--- src/rtl/svz_pkg.sv ---
package svz_pkg;

  // fractional bits of the octave multipliers
  localparam int FRAC_W    = 16;
  // multiplier width: unity (1.0) needs one integer bit
  localparam int MULT_W    = FRAC_W + 1;
  // half-dB steps per 6 dB octave
  localparam int OCT_STEPS = 12;

  // 2^16 * 10^(-k/40) rounded, k = half-dB steps within an octave
  function automatic logic [MULT_W-1:0] step_mult(input logic [3:0] k);
    logic [MULT_W-1:0] m;
    case (k)
      4'd0:    m = 17'd65536;
      4'd1:    m = 17'd61870;
      4'd2:    m = 17'd58409;
      4'd3:    m = 17'd55142;
      4'd4:    m = 17'd52057;
      4'd5:    m = 17'd49145;
      4'd6:    m = 17'd46396;
      4'd7:    m = 17'd43801;
      4'd8:    m = 17'd41350;
      4'd9:    m = 17'd39037;
      4'd10:   m = 17'd36854;
      4'd11:   m = 17'd34792;
      default: m = 17'd0;
    endcase
    return m;
  endfunction

endpackage

--- src/rtl/svz_zc_detect.sv ---
module svz_zc_detect #(
  parameter int SAMPLE_W = 24
) (
  input  logic                       clk,
  input  logic                       rst_n,
  input  logic                       in_valid,
  input  logic signed [SAMPLE_W-1:0] sample,
  output logic                       zc_hit
);

  logic prev_neg_q;
  logic cur_neg;
  logic is_zero;

  assign cur_neg = sample[SAMPLE_W-1];
  assign is_zero = (sample == '0);
  assign zc_hit  = in_valid && (is_zero || (cur_neg != prev_neg_q));

  always_ff @(posedge clk or negedge rst_n) begin
    if (!rst_n) begin
      prev_neg_q <= 1'b0;
    end else if (in_valid) begin
      prev_neg_q <= cur_neg;
    end
  end

endmodule

--- src/rtl/svz_code_track.sv ---
module svz_code_track #(
  parameter int CODE_W = 8
) (
  input  logic              clk,
  input  logic              rst_n,
  input  logic              zc_enable,
  input  logic              zc_hit,
  input  logic [CODE_W-1:0] req_code,
  output logic [CODE_W-1:0] eff_code,
  output logic [CODE_W-1:0] applied_code,
  output logic              pending
);

  logic [CODE_W-1:0] applied_q;
  logic              apply_now;

  // without deferral a request lands at once; with it, only on a crossing
  assign apply_now    = !zc_enable || zc_hit;
  assign eff_code     = apply_now ? req_code : applied_q;
  assign applied_code = applied_q;
  assign pending      = (req_code != applied_q);

  always_ff @(posedge clk or negedge rst_n) begin
    if (!rst_n) begin
      applied_q <= '1;
    end else if (apply_now) begin
      applied_q <= req_code;
    end
  end

endmodule

--- src/rtl/svz_gain_path.sv ---
module svz_gain_path #(
  parameter int SAMPLE_W = 24,
  parameter int CODE_W   = 8
) (
  input  logic                       clk,
  input  logic                       rst_n,
  input  logic                       in_valid,
  input  logic signed [SAMPLE_W-1:0] sample,
  input  logic        [CODE_W-1:0]   code,
  input  logic                       invert,
  output logic signed [SAMPLE_W-1:0] out_sample
);

  import svz_pkg::*;

  localparam int PROD_W = SAMPLE_W + MULT_W;
  localparam logic [CODE_W-1:0] TOP_CODE = '1;
  localparam logic [CODE_W-1:0] OCT_DIV  = CODE_W'(OCT_STEPS);

  // negate with saturation of the most negative value
  function automatic logic signed [SAMPLE_W-1:0] neg_sat(
    input logic signed [SAMPLE_W-1:0] v
  );
    logic signed [SAMPLE_W-1:0] most_neg;
    most_neg = {1'b1, {(SAMPLE_W-1){1'b0}}};
    if (v == most_neg) return ~most_neg;
    return -v;
  endfunction

  logic [CODE_W-1:0]          steps;
  logic [CODE_W-1:0]          octave;
  logic [CODE_W-1:0]          sub_step;
  logic [MULT_W-1:0]          mult;
  logic signed [PROD_W-1:0]   prod;
  logic signed [PROD_W-1:0]   shifted;
  logic signed [SAMPLE_W-1:0] scaled;
  logic signed [SAMPLE_W-1:0] result;
  logic                       mute;

  assign steps    = TOP_CODE - code;
  assign octave   = steps / OCT_DIV;
  assign sub_step = steps % OCT_DIV;
  assign mult     = step_mult(sub_step[3:0]);
  assign prod     = PROD_W'(sample) * $signed({1'b0, mult});
  assign shifted  = prod >>> (FRAC_W + int'(octave));
  assign scaled   = shifted[SAMPLE_W-1:0];
  assign mute     = (code == '0);

  always_comb begin
    if (mute)        result = '0;
    else if (invert) result = neg_sat(scaled);
    else             result = scaled;
  end

  always_ff @(posedge clk or negedge rst_n) begin
    if (!rst_n) begin
      out_sample <= '0;
    end else if (in_valid) begin
      out_sample <= result;
    end
  end

endmodule

--- src/rtl/stereo_vol_zc.sv ---
module stereo_vol_zc #(
  parameter int SAMPLE_W = 24,
  parameter int CODE_W   = 8
) (
  input  logic                       clk,
  input  logic                       rst_n,
  input  logic                       in_valid,
  input  logic signed [SAMPLE_W-1:0] in_left,
  input  logic signed [SAMPLE_W-1:0] in_right,
  input  logic        [CODE_W-1:0]   vol_left,
  input  logic        [CODE_W-1:0]   vol_right,
  input  logic                       zc_enable,
  input  logic        [1:0]          phase_inv,
  output logic                       out_valid,
  output logic signed [SAMPLE_W-1:0] out_left,
  output logic signed [SAMPLE_W-1:0] out_right
);

  localparam int NCH = 2;

  logic [NCH-1:0][SAMPLE_W-1:0] ch_in;
  logic [NCH-1:0][SAMPLE_W-1:0] ch_out;
  logic [NCH-1:0][CODE_W-1:0]   ch_req;
  logic [NCH-1:0][CODE_W-1:0]   ch_eff;
  logic [NCH-1:0][CODE_W-1:0]   ch_app;
  logic [NCH-1:0]               ch_zc;
  logic [NCH-1:0]               ch_pend;

  // named events for the checker
  logic              zc_l, zc_r;
  logic [CODE_W-1:0] eff_l, eff_r, app_l, app_r;
  logic              pend_l, pend_r;

  assign ch_in[0]  = in_left;
  assign ch_in[1]  = in_right;
  assign ch_req[0] = vol_left;
  assign ch_req[1] = vol_right;

  for (genvar c = 0; c < NCH; c++) begin : g_ch
    svz_zc_detect #(.SAMPLE_W(SAMPLE_W)) u_zc (
      .clk      (clk),
      .rst_n    (rst_n),
      .in_valid (in_valid),
      .sample   (ch_in[c]),
      .zc_hit   (ch_zc[c])
    );

    svz_code_track #(.CODE_W(CODE_W)) u_code (
      .clk          (clk),
      .rst_n        (rst_n),
      .zc_enable    (zc_enable),
      .zc_hit       (ch_zc[c]),
      .req_code     (ch_req[c]),
      .eff_code     (ch_eff[c]),
      .applied_code (ch_app[c]),
      .pending      (ch_pend[c])
    );

    svz_gain_path #(.SAMPLE_W(SAMPLE_W), .CODE_W(CODE_W)) u_gain (
      .clk        (clk),
      .rst_n      (rst_n),
      .in_valid   (in_valid),
      .sample     (ch_in[c]),
      .code       (ch_eff[c]),
      .invert     (phase_inv[c]),
      .out_sample (ch_out[c])
    );
  end

  always_ff @(posedge clk or negedge rst_n) begin
    if (!rst_n) out_valid <= 1'b0;
    else        out_valid <= in_valid;
  end

  assign out_left  = ch_out[0];
  assign out_right = ch_out[1];
  assign zc_l   = ch_zc[0];
  assign zc_r   = ch_zc[1];
  assign eff_l  = ch_eff[0];
  assign eff_r  = ch_eff[1];
  assign app_l  = ch_app[0];
  assign app_r  = ch_app[1];
  assign pend_l = ch_pend[0];
  assign pend_r = ch_pend[1];

endmodule

--- config.mk ---
export PLATFORM = sky130hd
export DESIGN_NAME = stereo_vol_zc
export DESIGN_NICKNAME = d
export VERILOG_FILES = /design/src/rtl/svz_pkg.sv /design/src/rtl/svz_zc_detect.sv /design/src/rtl/svz_code_track.sv /design/src/rtl/svz_gain_path.sv /design/src/rtl/stereo_vol_zc.sv
export SDC_FILE = /design/constraint.sdc
export NUM_CORES = 2
export LEC_CHECK = 0
export BUFFER_PORTS_ARGS = -buffer_cell sky130_fd_sc_hd__buf_2
export CAP_MARGIN = 10
export CORE_MARGIN = 3
export CORE_UTILIZATION = 55
export CTS_CLUSTER_DIAMETER = 60
export CTS_CLUSTER_SIZE = 8
export DETAILED_ROUTE_END_ITERATION = 10
export PLACE_DENSITY_LB_ADDON = 0.12
export SYNTH_ARGS = -nofsm -noshare
export SYNTH_HDL_FRONTEND = slang
export SYNTH_SLANG_ARGS = --single-unit
--- constraint.sdc ---
create_clock -name clk -period 16.75 [get_ports clk]
set_input_delay 2.5125 -clock clk [delete_from_list [all_inputs] [get_ports clk]]
set_output_delay 2.5125 -clock clk [all_outputs]
set_load 0.005 [all_outputs]
* Word level (Yosys, flattened, before mapping) *
Memories as Yosys holds them, arrays and structs flattened.
Cells that the tools add are included.

storage, ports and cells
  memories = 2
  input bits = 70
  logic and storage cells = 54
  output and inout bits = 49
  memory bits (read-only) = 544
  bits in latches = 0
  bits in registers = 67
  memory bits (writable) = 0

memory list
  name             depth  width  rd ports  clocked after memory_dff  write ports  RTL line       text
  (no name shown)  16     17     1         0                         0            svz_pkg.sv:13  case (k)
  (no name shown)  16     17     1         0                         0            svz_pkg.sv:13

cells by class
  add/subtract/negate cells = 6
  shift operators = 2
  bitwise logic cells = 0
  multiplexer cells = 16
  equality and inequality tests = 4
  multiply operators = 2
  $lt $le $gt $ge = 0
  reduce and logical (&&, ||, !) cells = 11
  divide/modulo/power cells = 4

operators with widths
  cell                    number
  $mux W24                8
  $mul A24 B18 Y41        2
  $sshr A41 B32 Y24       2
  $eq A24 B24 Y1 const B  2
  $logic_not A24 Y1       2
  $neg A24 Y24            2
  $add A5 B8 Y9 const A   2
  $div A8 B4 Y8 const B   2
  $logic_not A8 Y1        2
  $mod A8 B4 Y8 const B   2
  $mux W8                 2
  $sub A8 B8 Y8 const A   2
  $mux W1                 6
  $logic_or A1 B1 Y1      4
  $logic_and A1 B1 Y1     2
  $ne A1 B1 Y1            2
  $logic_not A1 Y1        1

* Longest topological paths before layout *
An unclocked memory read counts as a cell.

  depth after elaboration = 17
  mapped depth = 61

* Cells and area by module *
From an unflattened synthesis, not the netlist that was laid out.

unflattened totals
  cell total of the unflattened synthesis = 4,844
  area, all modules = 40,033.4 um2

by module, submodules not included
  module                          seq. area each (um2)  area each (um2)  instances  cells an instance
  svz_gain_path (g_ch[1].u_gain)  600.6                 19,542.5         1          2,409
  svz_gain_path (g_ch[0].u_gain)  600.6                 19,342.3         1          2,348
  svz_code_track                  210.2                 441.7            2          29
  svz_zc_detect                   25.0                  120.1            2          14
  stereo_vol_zc                   25.0                  25.0             1          1

* Least setup slack after synthesis *
No wires, ideal clock.

  kind = input-to-reg
  start point = input port in_right[13]
  end point = register g_ch[1].u_gain.out_sample[23]
  buffers on the path = 12
  path slack = 0.447 ns
  data required time = 16.628 ns
  stages = 54
  setup time = 0.122 ns
  arrival = 16.182 ns
  path through = clkbuf_1 -> nor4_1 -> nand3_1 -> o221ai_4 -> a221o_1 -> and2_1 -> clkbuf_1 -> buf_2 -> buf_1 -> xnor2_1 -> ha_1 -> a2111oi_1 -> mux2_2 -> buf_2 -> buf_2 -> buf_2 -> buf_1 -> nor2_1 -> [18 not listed] -> and3_1 -> nand2_1 -> a21oi_1 -> or4b_2 -> o2111ai_1 -> nand3_1 -> o211ai_1 -> a21oi_1 -> and2_1 -> o21ai_0 -> ha_1 -> nand2_1 -> o31a_1 -> or4_4 -> or4b_1 -> buf_2 -> or2_1 -> a32o_1

between the ends
  word-level cells in the longest chain between the ends = 17

ends and longest elaborated chain
  what                                                                       RTL line             text
  start: declaration                                                         stereo_vol_zc.sv:9   input logic signed [SAMPLE_W-1:0] in_right,
  parallel branches: the longest is 16 deep, another holds $mul A24 B18 Y41  -
  $mux W24 *                                                                 svz_gain_path.sv:50  if (mute) result = '0;
  end signal: assignment                                                     svz_gain_path.sv:59  out_sample <= result;
  end: declaration                                                           svz_gain_path.sv:11  output logic signed [SAMPLE_W-1:0] out_sample

Mark *: on every way between the ends. The select of a mux whose other input is x is not followed.
A chain may end at the register's enable or synchronous reset.

* Worst setup path after layout *
  start point = input port in_right[1]
  end point = register g_ch[1].u_gain.out_sample[23]

Same word-level chain as after synthesis.

==> results.json <==
{
  "outcome": "complete, no violations",
  "finClkSkew_ns": 0.0218,
  "async_flop_share": 1.00,
  "synth-xor-area-share": 0.0184,
  "synth.avg_cell_area_um2": 8.25,
  "grt_overflow": 0,
  "synth-compound-area-share": 0.130,
  "clkLatencyLatePin_ns": 0.38,
  "dp_hpwl_um": 96600,
  "path_class": "in2reg",
  "via_count": 34313,
  "fin_crit_sh": 0.966,
  "die_area_um2": 75900,
  "synth-edff-count": 0,
  "syn_inst": 4842,
  "drc": 0,
  "clockRootBuffer": "clkbuf_16",
  "synth_flop_cell": "dfrtp_1",
  "worstPathArrival_ns": 16.43,
  "detail-route-antenna-nets": 0,
  "htreeDepth": 3,
  "nNetsFinal": 5945,
  "n_antenna_cell": 0,
  "routed_via_density": 5.89,
  "period_needed_ns": 16.18,
  "slowest_delay_ns": 0.72,
  "synthMuxAreaShare": 0.0251,
  "ys_ff_latch": 67,
  "fmax_mhz": 61.8,
  "cp_num_buf_inv": 8,
  "io_buffers": 118,
  "ioPinCount": 119,
  "core-area_um2": 71700,
  "syn_area_um2": 39900,
  "synth_top_family_by_area": "adder cells",
  "critPathMaxFanout": 19,
  "cts_tree": "built",
  "critical_path.slowest_cell": "or4b_1",
  "grt_pass1_wl_um": 194000,
  "cts_sinks": 67,
  "synth_fp_nets": 5920,
  "tns_ns": 0,
  "tightest_slew_ns": 1.20,
  "dr.pass1.iters": 7,
  "final-setup-viol-count": 0,
  "start_util": 0.557,
  "gp_congestion": 0.982,
  "routedWlPerCell_um": 20.9,
  "final_area_um2": 42500,
  "routed_wl_um": 122000,
  "cts_buffers": 9,
  "rsz0062_at_grt": "no",
  "drive_above_1_share": 0.0864,
  "clk_pin_slew_ns": 0.06,
  "cp_top_family": "simple AND/OR/NAND/NOR gates",
  "crit_path_frequent_cell": "fa_1",
  "synthSimpleGateAreaFrac": 0.198,
  "startpoint_type": "primary input",
  "max_cap_violations": 0,
  "grt_pass1_vias": 35257,
  "rows": 98,
  "drtIter0Drc": 2814,
  "synth_warnings": 0,
  "grtUsageTotal": 0.329,
  "synth_cell_types": 103,
  "end_kind": "register",
  "die_h_um": 275,
  "cts_max_path_buffers": 2,
  "ys_seq_area_frac": 0.0425,
  "place_area_um2": 41900,
  "synth-adder-area-share": 0.465,
  "antenna_found_initial": 2,
  "hold_path_class": "reg2reg",
  "whs_ns": 0.483,
  "cp_data_required_time_ns": 17.00,
  "slew_headroom": 0.179,
  "slew_viol_final": 0,
  "grt_max_degree": 57,
  "die_w_um": 275,
  "area_delta_synth_final_pct": 6.44,
  "timing.final.hold_violations": 0
}
==> cell usage after synthesis (11+ instances only) <==
master        n  area (µm²)
a31oi_1      28         175
o22ai_1      20         125
a211o_1      15         131
nor2_1      173         649
o31ai_1      20         150
a21oi_1     154         771
buf_2        38         190
ha_1        216        2700
nor2b_1     104         651
nor3_1       72         360
o221ai_1     23         201
and4_1       11        96.3
or3_1        21         131
xnor2_1      49         429
fa_1        792       15900
o21a_1       24         180
nand4_1      25         156
a211oi_1     47         353
a31o_2       11        96.3
and2_1      338        2110
o2111ai_1    11        96.3
dfstp_2      16         420
o2bb2ai_1    16         140
nor4_1       21         131
xor2_1       27         236
mux2_2       28         315
a21o_1       39         293
a221o_1      12         120
a311oi_1     11        96.3
clkbuf_1    198         743
nand2_1     611        2290
o211ai_1     44         330
inv_1      1011        3790
and3_1       32         200
or4_1        11        82.6
nand3_1      67         335
mux2i_1      67         671
or2_2        13        81.3
dfrtp_1      51        1280
a2111oi_0    14         123
nand2b_1     34         213
o21ai_0     120         601
o21ai_1      12        60.1
==> registers in the layout (all words and copies together) (netlist names) <==
signal / cells
out_valid: 1
g_ch.u_gain.out_sample: 48
g_ch.u_zc.prev_neg_q: 2
g_ch.u_code.applied_code: 16
==> cells by family after synthesis <==
family	count (synthesis)
AO/OA/AOI/OAI	744
AND/OR/NAND/NOR	1583
flip-flops	67
buffers and inverters	1265
adder cells (fa/ha/maj)	1008
multiplexers	96
XOR/XNOR	79
==> what timing repair did <==
item                                    4_1_cts  5_1_grt
endpoints found under the setup margin        0       48
buffers inserted                              0       12
hold buffers                                  0        0
resized for setup                             0       27
==> area by class of cell <==
type / count / area (µm²)
clock buffers: 9 / 225
clock inverters: 7 / 106
fillers: 6605 / 29200
inverters: 1013 / 3800
multi-input cells: 3511 / 33700
flip-flops and latches: 67 / 1700
well taps: 950 / 1190
repair buffers: 265 / 1750
==> worst reg2reg max path, delay by kind of cell, from the launching register on <==
kind | cells | cell delay [ns]
buffers and inverters | 6 | 0.65
adders and majority gates | 9 | 3.73
xor gates and xnor gates | 1 | 0.15
and+or+nand+nor | 15 | 4.11
muxes | 1 | 0.19
DFF | 1 | 0.62
AOI/OAI and AO/OA | 14 | 4.26
==> per-stage QoR <==
stage	setup slack (ns)	util	std cells
after floorplan	0.447	-	4842
after global placement	-0.0351	0.584	5792
after detailed placement	-0.306	0.584	5792
after CTS	0.0326	0.589	5808
after global routing	0.00216	0.593	5822
final	0.573	0.593	5822
==> worst paths after layout <==
| check | start | to | slack (ns) | cells past startpoint |
|---|---|---|---|---|
| hold reg to reg | g_ch[1].u_gain.out_sample[0] | g_ch[1].u_gain.out_sample[0] | 0.48 | 1 |
| setup / recovery | in_right[1] | g_ch[1].u_gain.out_sample[23] | 0.57 | 48 |
| hold / removal | g_ch[1].u_gain.out_sample[0] | g_ch[1].u_gain.out_sample[0] | 0.48 | 1 |
| min in group asynchronous | rst_n | g_ch[1].u_zc.prev_neg_q | 1.99 | 1 |
| max in group asynchronous | rst_n | g_ch[0].u_zc.prev_neg_q | 13.73 | 2 |
| setup reg to reg | g_ch[1].u_code.applied_code[3] | g_ch[1].u_gain.out_sample[23] | 2.93 | 46 |
==> cells in the final DEF (no fill, tap or decap), types with 15 or more instances in the layout <==
cell	synthesis	layout
o22ai_1	20	16
a31oi_1	28	28
dfrtp_1	51	51
a211o_1	15	15
o21a_1	24	24
dfstp_2	16	16
ha_1	216	215
buf_4	5	143
and2_1	338	338
o221ai_1	23	22
nor2b_1	104	104
nand3_1	67	66
o2bb2ai_1	16	16
nand2b_1	34	34
nor4_1	21	19
nand2_1	611	610
a211oi_1	47	45
a21o_1	39	39
o31ai_1	20	18
fa_1	792	787
inv_1	1011	1011
a21oi_1	154	151
and3_1	32	32
o21ai_0	120	113
mux2_2	28	28
mux2i_1	67	63
xor2_1	27	27
nand4_1	25	25
buf_2	38	117
or3_1	21	21
nor2_1	173	171
xnor2_1	49	48
o211ai_1	44	44
nor3_1	72	70
==> metal layers <==
layer	share of wire	vias to the layer above	global-route usage
li1	-	15362	-
met1	0.40	17220	0.421
met2	0.48	1405	0.555
met3	0.069	324	0.0456
met4	0.055	2	0.149
met5	0.000099	-	0
Power is left out: the tool's default activity adds up to more than one toggle a clock period on the data nets, which glitch-free logic cannot reach.
